## src/rtl/flash_guard_pkg.sv

```systemverilog
package flash_guard_pkg;
    localparam int ADDR_W    = 21;
    localparam int N_SEC     = 13;
    localparam int SEC_W     = $clog2(N_SEC);
    localparam int PAGE_LOG  = 8;
    localparam int SMALL_N   = 8;
    localparam int SMALL_LOG = 14;
    localparam int MID_LOG   = 17;
    localparam int BIG_LOG   = 19;

    typedef enum logic [1:0] {
        OP_NOP    = 2'd0,
        OP_PROG   = 2'd1,
        OP_ERASE  = 2'd2,
        OP_RELOCK = 2'd3
    } op_e;

    typedef struct packed {
        logic             valid;
        logic             grant;
        logic [SEC_W-1:0] sector;
        logic             prot_err;
        logic             seq_err;
        logic             is_wr;
    } rsp_t;

    // start address of sector idx
    function automatic logic [ADDR_W-1:0] sec_base(int idx);
        logic [ADDR_W-1:0] b;
        if (idx < SMALL_N)
            b = ADDR_W'(idx) << SMALL_LOG;
        else if (idx == SMALL_N)
            b = ADDR_W'(1) << MID_LOG;
        else if (idx == SMALL_N + 1)
            b = ADDR_W'(2) << MID_LOG;
        else
            b = ADDR_W'(idx - SMALL_N - 1) << BIG_LOG;
        return b;
    endfunction
endpackage

```

## src/rtl/fg_sector_map.sv

```systemverilog
module fg_sector_map
    import flash_guard_pkg::*;
(
    input  logic [ADDR_W-1:0] addr,
    output logic [SEC_W-1:0]  sector
);
    logic [N_SEC-1:0] above;

    for (genvar i = 0; i < N_SEC; i++) begin : g_cmp
        assign above[i] = (addr >= sec_base(i));
    end

    always_comb begin
        logic [SEC_W-1:0] cnt;
        cnt = '0;
        for (int i = 1; i < N_SEC; i++) begin
            cnt = cnt + SEC_W'(above[i]);
        end
        sector = cnt;
    end
endmodule

```

## src/rtl/fg_lock_eval.sv

```systemverilog
module fg_lock_eval
    import flash_guard_pkg::*;
(
    input  logic [N_SEC-1:0] cfg_wlock,
    input  logic [N_SEC-1:0] cfg_otp,
    input  logic             cfg_rdprot,
    input  logic             unlocked,
    output logic [N_SEC-1:0] eff_lock
);
    for (genvar i = 0; i < N_SEC; i++) begin : g_sec
        assign eff_lock[i] = cfg_otp[i] | ((cfg_wlock[i] | cfg_rdprot) & ~unlocked);
    end
endmodule

```

## src/rtl/fg_pwd_seq.sv

```systemverilog
module fg_pwd_seq #(
    parameter int              KEY_W = 32,
    parameter logic [KEY_W-1:0] KEY0 = 32'hA5C3_0F1E,
    parameter logic [KEY_W-1:0] KEY1 = 32'h5A3C_F0E1
) (
    input  logic             clk,
    input  logic             rst_n,
    input  logic             pwd_valid,
    input  logic [KEY_W-1:0] pwd_data,
    input  logic             relock,
    output logic             unlocked,
    output logic             key_err
);
    typedef struct packed {
        logic stage;
        logic open;
        logic err;
    } pstate_t;

    pstate_t s_d, s_q;

    always_comb begin
        s_d     = s_q;
        s_d.err = 1'b0;
        if (pwd_valid) begin
            if (!s_q.stage) begin
                if (pwd_data == KEY0) s_d.stage = 1'b1;
                else                  s_d.err   = 1'b1;
            end else begin
                s_d.stage = 1'b0;
                if (pwd_data == KEY1) s_d.open = 1'b1;
                else                  s_d.err  = 1'b1;
            end
        end
        if (relock) begin
            s_d.open  = 1'b0;
            s_d.stage = 1'b0;
        end
    end

    always_ff @(posedge clk or negedge rst_n) begin
        if (!rst_n) s_q <= '0;
        else        s_q <= s_d;
    end

    assign unlocked = s_q.open;
    assign key_err  = s_q.err;


    unlock_src_chk: assert property (@(posedge clk) disable iff (!rst_n)
        $rose(s_q.open) |-> ($past(pwd_valid) && $past(s_q.stage)));


    relock_clear_chk: assert property (@(posedge clk) disable iff (!rst_n)
        relock |=> !s_q.open && !s_q.stage);


    err_src_chk: assert property (@(posedge clk) disable iff (!rst_n)
        s_q.err |-> $past(pwd_valid));
endmodule

```

## src/rtl/flash_guard.sv

```systemverilog
module flash_guard
    import flash_guard_pkg::*;
#(
    parameter int              KEY_W = 32,
    parameter logic [KEY_W-1:0] KEY0 = 32'hA5C3_0F1E,
    parameter logic [KEY_W-1:0] KEY1 = 32'h5A3C_F0E1
) (
    input  logic              clk,
    input  logic              rst_n,
    input  logic [N_SEC-1:0]  cfg_wlock,
    input  logic [N_SEC-1:0]  cfg_otp,
    input  logic              cfg_rdprot,
    input  logic              cmd_valid,
    input  logic [1:0]        cmd_op,
    input  logic [ADDR_W-1:0] cmd_addr,
    input  logic              pwd_valid,
    input  logic [KEY_W-1:0]  pwd_data,
    output logic              rsp_valid,
    output logic              rsp_grant,
    output logic [SEC_W-1:0]  rsp_sector,
    output logic              prot_err,
    output logic              seq_err,
    output logic [N_SEC-1:0]  sec_locked,
    output logic              unlocked
);
    op_e              op;
    logic [SEC_W-1:0] map_sec;
    logic [N_SEC-1:0] eff_lock;
    logic             key_err;
    logic             relock;
    rsp_t             r_d, r_q;

    assign op     = op_e'(cmd_op);
    assign relock = cmd_valid && (op == OP_RELOCK);

    fg_sector_map u_map (
        .addr   (cmd_addr),
        .sector (map_sec)
    );

    fg_pwd_seq #(.KEY_W(KEY_W), .KEY0(KEY0), .KEY1(KEY1)) u_pwd (
        .clk       (clk),
        .rst_n     (rst_n),
        .pwd_valid (pwd_valid),
        .pwd_data  (pwd_data),
        .relock    (relock),
        .unlocked  (unlocked),
        .key_err   (key_err)
    );

    fg_lock_eval u_lock (
        .cfg_wlock  (cfg_wlock),
        .cfg_otp    (cfg_otp),
        .cfg_rdprot (cfg_rdprot),
        .unlocked   (unlocked),
        .eff_lock   (eff_lock)
    );

    always_comb begin
        r_d = '0;
        if (cmd_valid && op != OP_NOP) begin
            r_d.valid  = 1'b1;
            r_d.sector = map_sec;
            unique case (op)
                OP_RELOCK: r_d.grant = 1'b1;
                OP_PROG: begin
                    r_d.is_wr = 1'b1;
                    if (cmd_addr[PAGE_LOG-1:0] != '0) r_d.seq_err  = 1'b1;
                    else if (eff_lock[map_sec])        r_d.prot_err = 1'b1;
                    else                               r_d.grant    = 1'b1;
                end
                OP_ERASE: begin
                    r_d.is_wr = 1'b1;
                    if (eff_lock[map_sec]) r_d.prot_err = 1'b1;
                    else                   r_d.grant    = 1'b1;
                end
                default: r_d = '0;
            endcase
        end
    end

    always_ff @(posedge clk or negedge rst_n) begin
        if (!rst_n) r_q <= '0;
        else        r_q <= r_d;
    end

    assign rsp_valid  = r_q.valid;
    assign rsp_grant  = r_q.grant;
    assign rsp_sector = r_q.sector;
    assign prot_err   = r_q.prot_err | key_err;
    assign seq_err    = r_q.seq_err;
    assign sec_locked = eff_lock;


    otp_deny_chk: assert property (@(posedge clk) disable iff (!rst_n)
        (r_q.valid && r_q.grant && r_q.is_wr) |-> !cfg_otp[r_q.sector]);


    misalign_chk: assert property (@(posedge clk) disable iff (!rst_n)
        r_q.seq_err |-> (!r_q.grant && !r_q.prot_err));


    grant_excl_chk: assert property (@(posedge clk) disable iff (!rst_n)
        r_q.grant |-> !r_q.prot_err);


    one_rsp_chk: assert property (@(posedge clk) disable iff (!rst_n)
        r_q.valid |-> $past(cmd_valid));


    sector_range_chk: assert property (@(posedge clk) disable iff (!rst_n)
        r_q.valid |-> (r_q.sector < SEC_W'(N_SEC)));
endmodule

```

## config.mk

```make
export PLATFORM = sky130hd
export DESIGN_NAME = flash_guard
export DESIGN_NICKNAME = d
export VERILOG_FILES = /design/src/rtl/flash_guard_pkg.sv /design/src/rtl/fg_sector_map.sv /design/src/rtl/fg_lock_eval.sv /design/src/rtl/fg_pwd_seq.sv /design/src/rtl/flash_guard.sv
export SDC_FILE = /design/constraint.sdc
export NUM_CORES = 1
export LEC_CHECK = 0
export ABC_AREA = 0
export BUFFER_PORTS_ARGS = -buffer_cell sky130_fd_sc_hd__buf_2
export CAP_MARGIN = 30
export CORE_MARGIN = 2
export CORE_UTILIZATION = 43
export CTS_CLUSTER_DIAMETER = 50
export CTS_CLUSTER_SIZE = 40
export DETAILED_ROUTE_END_ITERATION = 7
export GPL_TIMING_DRIVEN = 0
export PLACE_DENSITY_LB_ADDON = 0.1
export SLEW_MARGIN = 20
export SYNTH_ARGS = -nofsm -noshare
export SYNTH_HDL_FRONTEND = slang
export SYNTH_SLANG_ARGS = --single-unit
```

## constraint.sdc

```tcl
create_clock -name clk -period 2.1 [get_ports clk]
set_input_delay 0.21 -clock clk [delete_from_list [all_inputs] [get_ports clk]]
set_output_delay 0.21 -clock clk [all_outputs]
set_load 0.02 [all_outputs]
```

==> results.ini, run 1 <==
[status]
status = finished with violations
violations = setup timing

[sta]
min_period_ns = 4.46
min_period_over_period_pct = 212
finalSetupViolCount = 6
worst_pin_slew_ns = 0.367
rsz0062_at_grt = true
setup_ws_ns = -2.36
slew_headroom_pct = 75.3
slew_viol_final = 0
clock.fmax_ghz = 0.224
clock_skew_ns = 0.00195
timing.hold.ws_ns = 0.141
final-hold-violation-count = 0

[clock_network]
cts_tree = yes
numClockSinks = 11
path_clk_slew_ns = 0.07
h-tree-depth = 1
cts_buffers = 3
clock_path_buffers = 2
clkLatencyLatePin_ns = 0.28
root_buffer = clkbuf_4

[logic_synthesis]
synthesis.nets = 269
synth.cell_area_sq_um = 1400
syn_inst = 168
synth_seq_area_share_pct = 19.6
postSynthAreaPerCell_sq_um = 8.35
synth_warnings = 0
synth_edf_count = 0
async_reset_ff_share_pct = 100
synth_seq_cells = 11
netlist-cell-type-count = 41
ys.flop_type = dfrtp_1

[setup_path]
crit_slowest_cell = fa_2
worst_path_dominant_cell_family = adder cells
path_class = in -> reg
cpPeakStageDelay_ns = 0.59
worstPathArrival_ns = 4.63
startpoint_type = input pin
path_buf_inv = 3
crit_path_end_kind = register
cp_max_fo = 5
crit_chain = buf_8 -> nor3_4 -> nand2b_4 -> or3_1 -> ha_1 -> inv_2 -> fa_1 -> fa_1 -> fa_1 -> fa_2 -> fa_2 -> buf_6 -> nor2_1 -> a221oi_1 -> a211o_1 -> o2bb2ai_1 -> o21ba_4
path_common_cell = fa_1
critical_path_required_ns = 2.27

[die]
die-height_um = 61.1
rows = 20
coreArea_sq_um = 3080
die_w_um = 61.1
dieArea_sq_um = 3730
initial_utilization_pct = 45.6
io_pins = 108

[grt]
overflow = 0
track_usage_pct = 20.3
grt_pass1_vias = 1415
grt_pass1_wl_mm = 5.83
antenna_found_initial = 0
grt_max_degree = 12

[pwr]
pwr_density_cell_nw_per_um2 = 451
peakVddDrop_mv = 0.254
power_uw = 987
p_leak_nw = 1.10

[route]
routed_wl_mm = 3.88
drt_first_pass_iters = 4
avgRoutedWirePerCell_um = 11.8
vias_per_cell = 4.92
drc = 0
vias = 1625
ant_nets = 0
drt_iter0_drc = 29

[final_layout]
num-fill-cells = 271
layout-drive-gt1-share_pct = 51.0
nNetsFinal = 388
fin_cells = 330
syn2layout_area_growth_pct = 56.1
seq_area_sq_um = 275
antenna_cells = 0
utilization_pct = 71.1
multiInputGateArea_sq_um = 1090

[placed_design]
place_hpwl_mm = 3.17
place_inst = 313
gp_congestion = 0.761
pre_cts_ws_ns = -2.75
io_buffer_count = 101

[min_path]
hold_class = in -> reg

[flow_run]
maxCapViolations = 0

==> report_power, final <==
group          switching, mW  internal (mW)  total (mW)
clock network         0.0759         0.0707       0.147
registers            0.00410          0.229       0.233
logic                  0.286          0.321       0.607
total                  0.366          0.620       0.987
==> Yosys cell counts (all sizes together), types with 5 or more instances <==
cell,count,area share [%]
buf,7,3.2
dfrtp,11,20
a21oi,7,2.5
o21bai,11,5.9
ha,8,7.1
o21ai,6,2.1
nand2,8,2.1
nor2b,5,2.2
fa,7,10
nor2,18,4.8
nor4bb,6,4.3
nand2b,9,4.0
inv,13,3.5
==> stage by stage <==
stage | area [sq um] | setup TNS (ns)
after floorplan | 1420 | -10.70
after global placement | 1980 | -12.70
after detailed placement | 1980 | -12.83
after CTS | 2130 | -10.53
after global routing | 2190 | -11.70
final | 2190 | -10.75
==> cell type report <==
class / instances / share of cell area, %
plain buffers: 7 / 2.34
clock buffers: 3 / 1.03
inverters: 13 / 2.23
clock inverters: 1 / 0.229
flip-flops and latches: 11 / 12.6
well taps: 44 / 2.51
multi-input cells: 137 / 50.0
repair buffers: 114 / 29.1
==> registers in the layout, summed over array words and instances, names as in the netlist <==
register / count
rsp_grant: 1
r_q: 1
seq_err: 1
u_pwd.key_err: 1
u_pwd.unlocked: 1
u_pwd.s_q: 1
rsp_valid: 1
rsp_sector: 4
==> kinds of logic (layout without fill, tap and decap cells) <==
logic type                 count (synthesis)  in the layout  share of synthesized area [%]
DFF                                       11             11                           19.6
buffers and inverters                     20            138                           6.69
adders and majority gates                 15             15                           17.1
AOI/OAI and AO/OA                         41             41                           20.8
muxes                                      1              1                          0.714
and+or+nand+nor                           78             78                           33.8
xor gates and xnor gates                   2              2                           1.25
==> what timing repair did <==
action	CTS	global route
pin swaps	6	5
gates cloned	1	0
buffers inserted	7	4
hold buffers	1	0
gates resized for setup	14	8
endpoints found under the setup margin	6	6
endpoints found under the hold margin	11	0
==> placed cells by master, fill, tap and decap left out, types with 3 or more instances in the layout <==
cell      count
dfrtp_1      11
a21oi_1       7
fa_1          5
o21ai_0       3
o21ba_2       3
a31oi_1       3
nand2b_1      8
or3_1         3
nor2_1       16
nor4_1        3
clkbuf_4      3
inv_1        12
nor2b_1       3
buf_6         6
buf_2       101
buf_4        12
or2_2         4
nor4b_1       4
o21bai_1     11
ha_1          8
nand2_1       8
nand4_1       4
nor4bb_1      6
==> final timing paths <==
path / depth (start not counted) / to / from / slack, ns
worst min-delay path: 2 / u_pwd.unlocked$_DFFE_PN0P_ / cmd_valid / 0.14
min in group asynchronous: 2 / seq_err$_DFF_PN0_ / rst_n / 0.32
worst max register to register: 5 / rsp_grant$_DFF_PN0_ / u_pwd.unlocked$_DFFE_PN0P_ / 0.51
max in group asynchronous: 2 / u_pwd.unlocked$_DFFE_PN0P_ / rst_n / 1.59
worst max-delay path: 17 / rsp_grant$_DFF_PN0_ / cmd_addr[20] / -2.36
worst min register to register: 2 / u_pwd.s_q[2]$_DFFE_PN0P_ / u_pwd.s_q[2]$_DFFE_PN0P_ / 0.58
==> routing by layer <==
layer,wire length (um),up-vias,track usage (%)
met3,243,2,1.47
met5,0,-,0
met4,22,0,6.52
met2,2020,55,38.0
li1,-,837,-
met1,1590,731,24.5
Power figures use the tool's default switching activity.
==> inputs of run 2 (changes only) <==
--- a/config.mk
+++ b/config.mk
@@ -14,7 +14,7 @@
 export CTS_CLUSTER_SIZE = 40
 export DETAILED_ROUTE_END_ITERATION = 7
 export GPL_TIMING_DRIVEN = 0
-export PLACE_DENSITY_LB_ADDON = 0.1
+export PLACE_DENSITY = 0.95
 export SLEW_MARGIN = 20
 export SYNTH_ARGS = -nofsm -noshare
 export SYNTH_HDL_FRONTEND = slang
==> run 2 against run 1 <==
  * The run still ends with setup timing left
  * Register-to-register slack got worse by 0.03 ns
  * Sequential share of layout area increased by 0.087 points
  * Critical path type unchanged
  * Worst hold slack improved by 0.018 ns
  * Largest power group unchanged
==> results.ini, run 2 (synthesis gave the netlist of run 1 again) <==
[pwr]
power_frac_clock_pct = 14.4  ; was 14.9%
swShare_pct = 37.4  ; was 37.1%
internal_power_uw = 607  ; was 620 uW
power_uw = 969  ; was 987 uW
seq_power_share_pct = 24.1  ; was 23.6%
peakVddDrop_mv = 0.222  ; was 0.254 mV
p_leak_nw = 1.09  ; was 1.10 nW
power.switching_uw = 362  ; was 366 uW
pwr_density_cell_nw_per_um2 = 446  ; was 451 nW/um^2
comb_power_share_pct = 61.5  ; about the same

[status]
violations = setup timing  ; unchanged
status = finished with violations  ; unchanged

[die]
dieArea_sq_um = 3730  ; unchanged
io_pins = 108  ; unchanged
initial_utilization_pct = 45.6  ; unchanged
coreArea_sq_um = 3080  ; unchanged
die_w_um = 61.1  ; unchanged
die-height_um = 61.1  ; unchanged
rows = 20  ; unchanged

[route]
vias_per_cell = 5.24  ; was 4.92
vias = 1719  ; was 1625
drt_first_pass_iters = 4  ; unchanged
drc = 0  ; unchanged
routed_wl_mm = 4.04  ; was 3.88 mm
ant_nets = 0  ; unchanged
avgRoutedWirePerCell_um = 12.3  ; was 11.8 um
drt_iter0_drc = 30  ; was 29

[setup_path]
worstReg2RegEnd = rsp_grant$_DFF_PN0_  ; unchanged
worstPathArrival_ns = 4.67  ; was 4.63 ns
reg2reg_from = u_pwd.unlocked$_DFFE_PN0P_  ; unchanged
cp_max_fo = 8  ; was 5
path_class = in -> reg  ; unchanged
crit_path_end_kind = register  ; unchanged
r2r_setup_slack_ns = 0.48  ; was 0.51 ns
startpoint_type = input pin  ; unchanged
rr_worst_depth = 6  ; was 5
critical_path_required_ns = 2.31  ; was 2.27 ns

[clock_network]
path_clk_slew_ns = 0.06  ; was 0.07 ns
h-tree-depth = 1  ; unchanged
cts_buffers = 3  ; unchanged
cts_tree = yes  ; unchanged
clkLatencyLatePin_ns = 0.26  ; was 0.28 ns
numClockSinks = 11  ; unchanged
clock_path_buffers = 2  ; unchanged
root_buffer = clkbuf_4  ; unchanged

[final_layout]
seq_area_sq_um = 275  ; unchanged
final_cell_mix = buf_2, nor2_1, buf_4  ; was buf_2, nor2_1, inv_1, buf_4
largest_reg_flops = 4  ; unchanged
layout-drive-gt1-share_pct = 50.4  ; was 51.0%
antenna_cells = 0  ; unchanged
num-fill-cells = 264  ; was 271
mostFrequentLayoutCell = buf_2  ; unchanged
nNetsFinal = 386  ; was 388
multiInputGateArea_sq_um = 1110  ; was 1090 sq um
syn2layout_area_growth_pct = 55.0  ; was 56.1%

[grt]
track_usage_pct = 22.0  ; was 20.3%
antenna_found_initial = 0  ; unchanged
grt_pass1_vias = 1598  ; was 1415
grt_pass1_wl_mm = 6.27  ; was 5.83 mm
overflow = 0  ; unchanged
grt_max_degree = 12  ; unchanged

[sta]
finalSetupViolCount = 6  ; unchanged
clock_skew_ns = 0.000310  ; was 0.00195 ns
worst_pin_slew_ns = 0.386  ; was 0.367 ns
min_period_ns = 4.47  ; was 4.46 ns
setup_ws_ns = -2.37  ; was -2.36 ns
final-hold-violation-count = 0  ; unchanged
min_period_over_period_pct = 213  ; was 212%
slew_viol_final = 0  ; unchanged
rsz0062_at_grt = true  ; unchanged
timing.hold.ws_ns = 0.159  ; was 0.141 ns
clock.fmax_ghz = 0.224  ; about the same
slew_headroom_pct = 74.0  ; was 75.3%

[placed_design]
io_buffer_count = 101  ; unchanged
place_hpwl_mm = 3.33  ; was 3.17 mm
gp_congestion = 0.780  ; was 0.761

[min_path]
whs_path_depth = 2  ; unchanged
min_to = u_pwd.s_q[2]$_DFFE_PN0P_  ; was u_pwd.unlocked$_DFFE_PN0P_
hold_class = in -> reg  ; unchanged
holdCritStartpoint = cmd_valid  ; unchanged

[flow_run]
maxCapViolations = 0  ; unchanged

run 2: metal layers:
metal	global-route usage [%]	routed length (um)	vias to the layer above
met5	0	0	-
met1	23.6	1580	814
met4	8.07	61	0
li1	-	-	833
met2	43.6	2190	62
met3	2.31	207	10
run 2: per-stage QoR:
stage | cell area [sq um] | std cells | utilization [%] | setup TNS (ns) | setup WS [ns]
5_1_grt | 2170 | 328 | 70.7 | -11.25 | -2.51
3_5_place_dp | 1980 | 313 | 64.4 | -12.86 | -2.77
4_1_cts | 2140 | 326 | 69.4 | -10.89 | -2.41
6_report | 2170 | 328 | 70.7 | -10.59 | -2.37
2_1_floorplan | 1420 | 168 | - | -10.70 | -2.37
3_3_place_gp | 1980 | 313 | 64.4 | -12.43 | -2.68
run 2: cell type report:
| class | instances | share of cell area (%) |
|---|---|---|
| plain buffers | 7 | 2.36 |
| clock buffers | 4 | 1.21 |
| inverters | 13 | 2.24 |
| multi-input cells | 137 | 51.1 |
| flip-flops and latches | 11 | 12.7 |
| well taps | 44 | 2.53 |
| repair buffers | 112 | 27.9 |
run 2: worst max-delay path: stages:
cell       delay [ns]
buf_6            0.09
nor3_4           0.22
nand2b_4         0.09
or3_4            0.34
ha_4             0.27
inv_2            0.03
fa_1             0.55
fa_1             0.43
fa_1             0.50
fa_2             0.39
fa_1             0.53
buf_6            0.14
nor2b_1          0.13
a22oi_1          0.09
a211o_1          0.30
o2bb2ai_1        0.13
o21ba_4          0.22
run 2: worst max-delay path by stage:
stage,from,end,slack (ns),depth (start not counted)
global route,cmd_addr[18],rsp_grant$_DFF_PN0_,-2.51,17
CTS,cmd_addr[20],rsp_grant$_DFF_PN0_,-2.41,17
finish,cmd_addr[18],rsp_grant$_DFF_PN0_,-2.37,17
floorplan,cmd_addr[18],rsp_grant$_DFF_PN0_,-2.37,16
detailed placement,cmd_addr[20],rsp_grant$_DFF_PN0_,-2.77,17
global placement,cmd_addr[20],rsp_grant$_DFF_PN0_,-2.68,17
run 2: power groups by stage:
| stage | registers, mW | logic (mW) | clock network [mW] |
|---|---|---|---|
| detailed placement | 0.238 | 0.502 | 0 |
| global placement | 0.237 | 0.486 | 0 |
| floorplan | 0.243 | 0.319 | 0 |
| CTS | 0.234 | 0.582 | 0.144 |
| finish | 0.233 | 0.596 | 0.139 |
| global route | 0.235 | 0.654 | 0.157 |
run 2: timing repair:
action                                  4_1_cts  5_1_grt
hold endpoints to repair                     11        0
pin swaps                                    11        4
setup buffers                                 8        2
hold buffers                                  1        0
gates resized for setup                      13        4
endpoints found under the setup margin        6        6
